===== src/rtl/cc_pkg.sv =====
package cc_pkg;

  typedef enum logic [1:0] {
    UPD_NONE  = 2'b00,
    UPD_FULL  = 2'b01,
    UPD_LOGIC = 2'b10,
    UPD_SHIFT = 2'b11
  } upd_cls_e;

  typedef enum logic [3:0] {
    CND_ALWAYS = 4'd0,
    CND_NEVER  = 4'd1,
    CND_EQ     = 4'd2,
    CND_NE     = 4'd3,
    CND_GT     = 4'd4,
    CND_LE     = 4'd5,
    CND_GE     = 4'd6,
    CND_LT     = 4'd7,
    CND_UGT    = 4'd8,
    CND_ULE    = 4'd9,
    CND_CCLR   = 4'd10,
    CND_CSET   = 4'd11,
    CND_POS    = 4'd12,
    CND_NEG    = 4'd13,
    CND_VCLR   = 4'd14,
    CND_VSET   = 4'd15
  } cond_e;

  typedef struct packed {
    logic n;
    logic z;
    logic v;
    logic c;
  } flags_t;

endpackage


===== src/rtl/cc_flag_reg.sv =====
module cc_flag_reg
  import cc_pkg::*;
#(
  parameter int DATA_W = 32
) (
  input  logic              clk,
  input  logic              rst_n,
  input  upd_cls_e          cls,
  input  logic [DATA_W-1:0] res,
  input  logic              cout,
  input  logic              ovf,
  output flags_t            q
);

  flags_t d;
  logic   en;
  logic   res_zero;
  logic   res_neg;

  assign res_zero = (res == '0);
  assign res_neg  = res[DATA_W-1];
  assign en       = (cls != UPD_NONE);

  always_comb begin
    d = q;
    unique case (cls)
      UPD_FULL: begin
        d.n = res_neg;
        d.z = res_zero;
        d.v = ovf;
        d.c = cout;
      end
      UPD_LOGIC: begin
        d.n = res_neg;
        d.z = res_zero;
      end
      UPD_SHIFT: begin
        d.c = cout;
      end
      default: d = q;
    endcase
  end

  always_ff @(posedge clk or negedge rst_n) begin
    if (!rst_n) begin
      q <= '0;
    end else if (en) begin
      q <= d;
    end
  end

endmodule


===== src/rtl/cc_cond_eval.sv =====
module cc_cond_eval
  import cc_pkg::*;
(
  input  flags_t f,
  input  cond_e  cond,
  output logic   hit
);

  logic sgn_ge;

  assign sgn_ge = (f.n == f.v);

  always_comb begin
    unique case (cond)
      CND_ALWAYS: hit = 1'b1;
      CND_NEVER:  hit = 1'b0;
      CND_EQ:     hit = f.z;
      CND_NE:     hit = !f.z;
      CND_GT:     hit = sgn_ge && !f.z;
      CND_LE:     hit = !sgn_ge || f.z;
      CND_GE:     hit = sgn_ge;
      CND_LT:     hit = !sgn_ge;
      CND_UGT:    hit = f.c && !f.z;
      CND_ULE:    hit = !f.c || f.z;
      CND_CCLR:   hit = !f.c;
      CND_CSET:   hit = f.c;
      CND_POS:    hit = !f.n;
      CND_NEG:    hit = f.n;
      CND_VCLR:   hit = !f.v;
      CND_VSET:   hit = f.v;
      default:    hit = 1'b0;
    endcase
  end

endmodule


===== src/rtl/cc_target_gen.sv =====
module cc_target_gen #(
  parameter int ADDR_W = 32,
  parameter int OFS_W  = 16,
  parameter int SHIFT  = 2
) (
  input  logic [ADDR_W-1:0] pc,
  input  logic [OFS_W-1:0]  ofs,
  output logic [ADDR_W-1:0] target
);

  localparam int EXT_W      = ADDR_W + OFS_W + SHIFT;
  localparam int STEP_BYTES = 1 << SHIFT;

  logic [EXT_W-1:0] pc_ext;
  logic [EXT_W-1:0] ofs_ext;
  logic [EXT_W-1:0] sum;

  assign pc_ext  = {{(EXT_W-ADDR_W){1'b0}}, pc};
  assign ofs_ext = {{(EXT_W-OFS_W){ofs[OFS_W-1]}}, ofs};
  assign sum     = pc_ext + EXT_W'(STEP_BYTES) + (ofs_ext << SHIFT);
  assign target  = sum[ADDR_W-1:0];

endmodule


===== src/rtl/cc_branch_unit.sv =====
module cc_branch_unit
  import cc_pkg::*;
#(
  parameter int DATA_W = 32,
  parameter int ADDR_W = 32,
  parameter int OFS_W  = 16
) (
  input  logic              clk,
  input  logic              rst_n,
  input  logic [1:0]        upd_cls,
  input  logic [DATA_W-1:0] alu_res,
  input  logic              alu_cout,
  input  logic              alu_ovf,
  input  logic              br_valid,
  input  logic [3:0]        br_cond,
  input  logic [OFS_W-1:0]  br_ofs,
  input  logic [ADDR_W-1:0] pc,
  output logic              br_taken,
  output logic [ADDR_W-1:0] br_target,
  output logic [3:0]        flags
);

  localparam int INSTR_SHIFT = 2;
  localparam int SYNC_STAGES = 2;

  logic [SYNC_STAGES-1:0] rst_sync;
  logic                   rst_int_n;
  flags_t                 flag_q;
  logic                   cond_hit;

  always_ff @(posedge clk or negedge rst_n) begin
    if (!rst_n) begin
      rst_sync <= '0;
    end else begin
      rst_sync <= {rst_sync[SYNC_STAGES-2:0], 1'b1};
    end
  end

  assign rst_int_n = rst_sync[SYNC_STAGES-1];

  cc_flag_reg #(
    .DATA_W(DATA_W)
  ) u_flags (
    .clk  (clk),
    .rst_n(rst_int_n),
    .cls  (upd_cls_e'(upd_cls)),
    .res  (alu_res),
    .cout (alu_cout),
    .ovf  (alu_ovf),
    .q    (flag_q)
  );

  cc_cond_eval u_cond (
    .f   (flag_q),
    .cond(cond_e'(br_cond)),
    .hit (cond_hit)
  );

  cc_target_gen #(
    .ADDR_W(ADDR_W),
    .OFS_W (OFS_W),
    .SHIFT (INSTR_SHIFT)
  ) u_tgt (
    .pc    (pc),
    .ofs   (br_ofs),
    .target(br_target)
  );

  assign br_taken = br_valid && cond_hit;
  assign flags    = flag_q;

endmodule


===== config.mk =====
export PLATFORM = sky130hd
export DESIGN_NAME = cc_branch_unit
export DESIGN_NICKNAME = d
export VERILOG_FILES = /design/src/rtl/cc_pkg.sv /design/src/rtl/cc_flag_reg.sv /design/src/rtl/cc_cond_eval.sv /design/src/rtl/cc_target_gen.sv /design/src/rtl/cc_branch_unit.sv
export SDC_FILE = /design/constraint.sdc
export NUM_CORES = 1
export LEC_CHECK = 0
export CORE_UTILIZATION = 43
export DETAILED_ROUTE_END_ITERATION = 12
export PLACE_DENSITY = 0.88
export SETUP_SLACK_MARGIN = 0.05
export SLEW_MARGIN = 5
export SYNTH_ARGS = -nofsm -noshare
export SYNTH_HDL_FRONTEND = slang
export SYNTH_SLANG_ARGS = --single-unit

===== constraint.sdc =====
create_clock -name clk -period 5.36 [get_ports clk]
set_clock_uncertainty 0.15 [all_clocks]
set_input_delay 0.804 -clock clk [delete_from_list [all_inputs] [get_ports clk]]
set_output_delay 0.804 -clock clk [all_outputs]
set_load 0.1 [all_outputs]

* Word level (Yosys, flattened, before mapping)
Cells that the tools add are included.
Operators by class: equal/unequal tests 19, add/subtract/negate cells 2, multiplexer cells 1, reductions and logical operators 18
Operators by type and width (count):
- $add A32 B3 Y32 const B | 1
- $add A32 B32 Y32 | 1
- $eq A4 B4 Y1 const B | 8
- $logic_not A32 Y1 | 1
- $eq A4 B3 Y1 const B | 4
- $pmux W1 S16 | 1
- $eq A4 B2 Y1 const B | 2
- $reduce_and A2 Y1 | 3
- $logic_not A1 Y1 | 5
- $eq A2 B2 Y1 const B | 2
- $eq A4 B1 Y1 const B | 1
- $logic_not A4 Y1 | 1
- $reduce_or A2 Y1 | 2
- $logic_and A1 B1 Y1 | 3
- $eq A2 B1 Y1 const B | 1
- $logic_or A1 B1 Y1 | 2
- $reduce_bool A2 Y1 | 1
- $eq A1 B1 Y1 | 1
Storage, ports and cells: bits in registers 6, output and inout port bits 37, input bits 91

* Depth between registers and ports, before layout
word-level depth 5, mapped depth 12

* Hierarchy
A second synthesis with hierarchy kept.
Unflattened totals: cells, all modules 321, area total of the unflattened synthesis 2632.5 um^2
By module, submodules not included:
- cc_target_gen | times used 1, cells each 264, sequential area each 0.0 um^2, area an instance 2099.5 um^2
- cc_flag_reg | times used 1, cells each 28, sequential area each 100.1 um^2, area an instance 307.8 um^2
- cc_cond_eval | times used 1, cells each 25, sequential area each 0.0 um^2, area an instance 165.2 um^2
- cc_branch_unit | times used 1, cells each 4, sequential area each 50.0 um^2, area an instance 60.1 um^2

* Worst setup path after synthesis
Ideal clock, no wire load.
path kind input port to output port, start point in br_ofs[1], end point out br_target[29], setup slack 0.169 ns, path buffers 0, data arrival time 4.237 ns, cell stages on the path 10, required time 4.406 ns, path through ha_1 -> ha_1 -> fa_1 -> a21oi_1 -> o211ai_1 -> nand3_1 -> a21boi_1 -> nand2b_1 -> a21oi_1 -> mux2i_1
Between the ends: word-level cells in the longest chain between the ends 1
Ends and longest elaborated chain:
- from (decl) | line cc_branch_unit.sv:16 | input logic [OFS_W-1:0] br_ofs,
- $add A32 B32 Y32 | line cc_target_gen.sv:20 | assign sum = pc_ext + EXT_W'(STEP_BYTES) + (ofs_ext << SHIFT);
- to (decl) | line cc_branch_unit.sv:19 | output logic [ADDR_W-1:0] br_target,
Every way passes these cells.

* Worst setup path in the final report
start point in br_ofs[15], end point out br_target[27]
Same word-level chain as after synthesis.

==> run_results.csv <==
group,metric,value,unit
cts,ctsResizeCount,0,
detailed_routing,num_vias,2693,
worst_setup_path,cp-start-kind,"primary input",
worst_setup_path,worstSetupPathType,"primary input to primary output",
floorplanning,core_area,5140,µm²
synth,synth_top_area_cell,"ha_1",
detailed_routing,routed_wl,6550,µm
pwr,power.internal,0.000434,W
pwr,clkPwrFrac,0.056,
synth,yosysSeqAreaShare,0.0654,
worst_setup_path,crit_slowest_cell,"clkdlybuf4s50_1",
global_routing,grt_max_degree,12,
pwr,pwr-share-seq,0.045,
timing,fin_tns_setup,0,ns
synth,syn_avg_cell_area,7.94,µm²
worst_setup_path,critPathArrivalTime,3.92,ns
final_layout,layout_common_cells,"94 x clkdlybuf4s50_1, 60 x ha_1, 33 x a21oi_1",
placement,hpwlAfterDp,5780,µm
global_routing,busiest_layer,"met2",
pwr,comb_power_share,0.899,
timing,grt_setup_unrepaired,"false",
global_routing,grt_usage,0.235,
worst_setup_path,cpMostUsedCell,"ha_1",
worst_setup_path,critPathBufInv,2,
cts,clock_path_buffers,2,
final_layout,fin_area,3720,µm²
timing,timing.fmax,205,MHz
global_routing,antenna_found_initial,0,
pwr,p_switching,0.000746,W
final_layout,layout_commonest_cell,"clkdlybuf4s50_1",
worst_setup_path,worstPathMaxFanout,11,
timing,setup_viol,0,
synth,synth_cells,289,
pwr,total_leakage_power,1.67,nW
worst_setup_path,r2r-start,"rst_sync[1]",
detailed_routing,dr.pass1.iters,4,
final_layout,nets,565,
placement,dpl_cell_area,3670,µm²
detailed_routing,ant_nets,0,
cts,clkSinkCount,6,
synth,ys.flop_type,"dfrtp_1",
pwr,swShare,0.632,
status,status,"finished clean",
cts,cts_tree,"built",
worst_setup_path,path_delay_family,"buffers and inverters",
min_path,holdCritPathClass,"flip-flop to flip-flop",
timing,worst_slew_pin_slew,0.992,ns
detailed_routing,first_iter_violations,75,
timing,period_needed,4.87,ns
cts,cts_made_buffers,3,
timing,slew_headroom,0.337,
pwr,vdd_ir_drop_max,0.234,mV
global_routing,gr-total-overflow,0,
floorplanning,initial_core_util,0.447,
worst_setup_path,reg2regPathDepth,1,
cts,htreeDepth,1,
detailed_routing,route.detailed.drc,0,
global_routing,use_met1,0.255,
worst_setup_path,cp.required,4.41,ns
min_path,min-delay-start,"rst_sync[0]",
floorplanning,die_area,5640,µm²
worst_setup_path,reg2reg_slack,4.41,ns
final_layout,synthToLayoutAreaGrowth,61.9,%
synth,yosys_warnings,0,
synth,netlist_area,2300,µm²
worst_setup_path,path_cells,"clkdlybuf4s50_1 -> ha_1 -> ha_1 -> nand2_1 -> nor3_1 -> a21boi_1 -> nand2b_1 -> a21oi_1 -> xnor2_1 -> buf_12",
timing,slew_viol_final,0,
cts,root_buffer,"clkbuf_8",
synth,synth-edff-count,0,
floorplanning,die_x,75.1,µm
final_layout,drive_gt1_frac,0.107,
cts,clk_pin_slew,0.03,ns
floorplanning,ios,128,
final_layout,antenna_cells,0,
worst_setup_path,r2r_end,"u_flags.q[1]",
min_path,holdPathStages,0,
final_layout,final_core_util,0.723,
synth,synth_top_area_frac,0.327,
detailed_routing,post_drt_wl_per_cell,13.6,µm
global_routing,grt_pass1_wl,10500,µm
placement,numPortBuffers,123,
run,drv_cap,0,
worst_setup_path,end_kind,"primary output",
synth,syn_nets,441,
worst_setup_path,cp_slowest_stage_delay,0.80,ns
synth,async_reset_ff_frac,1.00,
synth,synth-seq-cells,6,
global_routing,grt_pass1_vias,2643,
placement,gp_congestion,1.02,
floorplanning,chipHeight,75.1,µm
pwr,pwr_density_cell,318,nW/µm²
global_routing,grtUsageMet3,0.0308,
min_path,hold_end,"rst_sync[1]",
synth,yosys-top-cells-area,"ha_1 33%, xnor2_1 8.8%, a21oi_1 7.2%, dfrtp_1 6.5%, nand2_1 3.9%",
timing,period_share,0.909,
detailed_routing,routed_via_density,5.60,
floorplanning,rows,26,
cts,insertion_delay,0.22,ns
synth,ys_types,54,
timing,finalHoldViolCount,0,
global_routing,grtUsageMet2,0.467,
worst max path at each step:
stage / from / end / slack, ns / cells past startpoint
3_3_place_gp: br_ofs[15] / br_target[27] / 0.60 / 10
6_report: br_ofs[15] / br_target[27] / 0.49 / 10
5_1_grt: br_ofs[15] / br_target[29] / 0.35 / 10
3_5_place_dp: br_ofs[15] / br_target[27] / 0.54 / 10
2_1_floorplan: br_ofs[1] / br_target[29] / 0.17 / 10
4_1_cts: br_ofs[15] / br_target[27] / 0.53 / 10
metal layers:
metal  vias to the layer above  wire length (µm)
met1                      1223              2500
met3                        14               466
met2                       128              3450
li1                       1328                 -
met4                         0               137
met5                         -                 0
cell usage after synthesis, drive strengths merged, types with 6 or more instances:
library cell	n
a31oi	7
nor2	14
a21oi	36
o21ai	20
xnor2	23
ha	60
a21o	7
dfrtp	6
xor2	8
nand2	24
nor4	6
nor3	6
inv	15
cell families (layout without fill, tap and decap cells):
family,count (synthesis),count (layout),share of synthesized area
AOI/OAI and AO/OA,92,92,0.261
muxes,4,4,0.0185
other,1,1,0.00163
adders and majority gates,61,61,0.336
DFF,6,6,0.0654
buffers and inverters,21,143,0.0392
xor gates and xnor gates,31,31,0.118
and+or+nand+nor,73,73,0.160
layout make-up:
class,count,area [µm²]
clock buffer,3,41.3
tap,70,87.6
inverter,15,56.3
multi-input combinational,262,2060
sequential,6,150
fill,407,1420
timing repair buffer,125,1330
registers in the layout (all words and copies together) (netlist names):
register / flops
rst_sync: 2
u_flags.q: 4
power by group through the flow:
| stage | clock (W) | sequential, W | combinational [W] |
|---|---|---|---|
| after global placement | 0 | 0.0000542 | 0.00105 |
| after floorplan | 0 | 0.0000789 | 0.000735 |
| after global routing | 0.0000703 | 0.0000541 | 0.00111 |
| final | 0.0000661 | 0.0000534 | 0.00106 |
| after detailed placement | 0 | 0.0000544 | 0.00106 |
| after CTS | 0.0000680 | 0.0000534 | 0.00106 |
repair_timing:
| action | CTS | global route |
|---|---|---|
| setup buffers | 0 | 0 |
| hold endpoints to repair | 4 | 0 |
| hold buffers | 1 | 0 |
per-stage QoR:
step | instances | hold slack, ns | power (W) | setup slack, ns
3_5_place_dp | 477 | -0.0914 | 0.00111 | 0.536
5_1_grt | 481 | 0.212 | 0.00124 | 0.355
6_report | 481 | 0.198 | 0.00118 | 0.487
2_1_floorplan | 289 | -0.110 | 0.000814 | 0.169
4_1_cts | 481 | 0.201 | 0.00118 | 0.528
3_3_place_gp | 477 | -0.0960 | 0.00110 | 0.597
No activity file was read; power rests on OpenSTA's default activity.
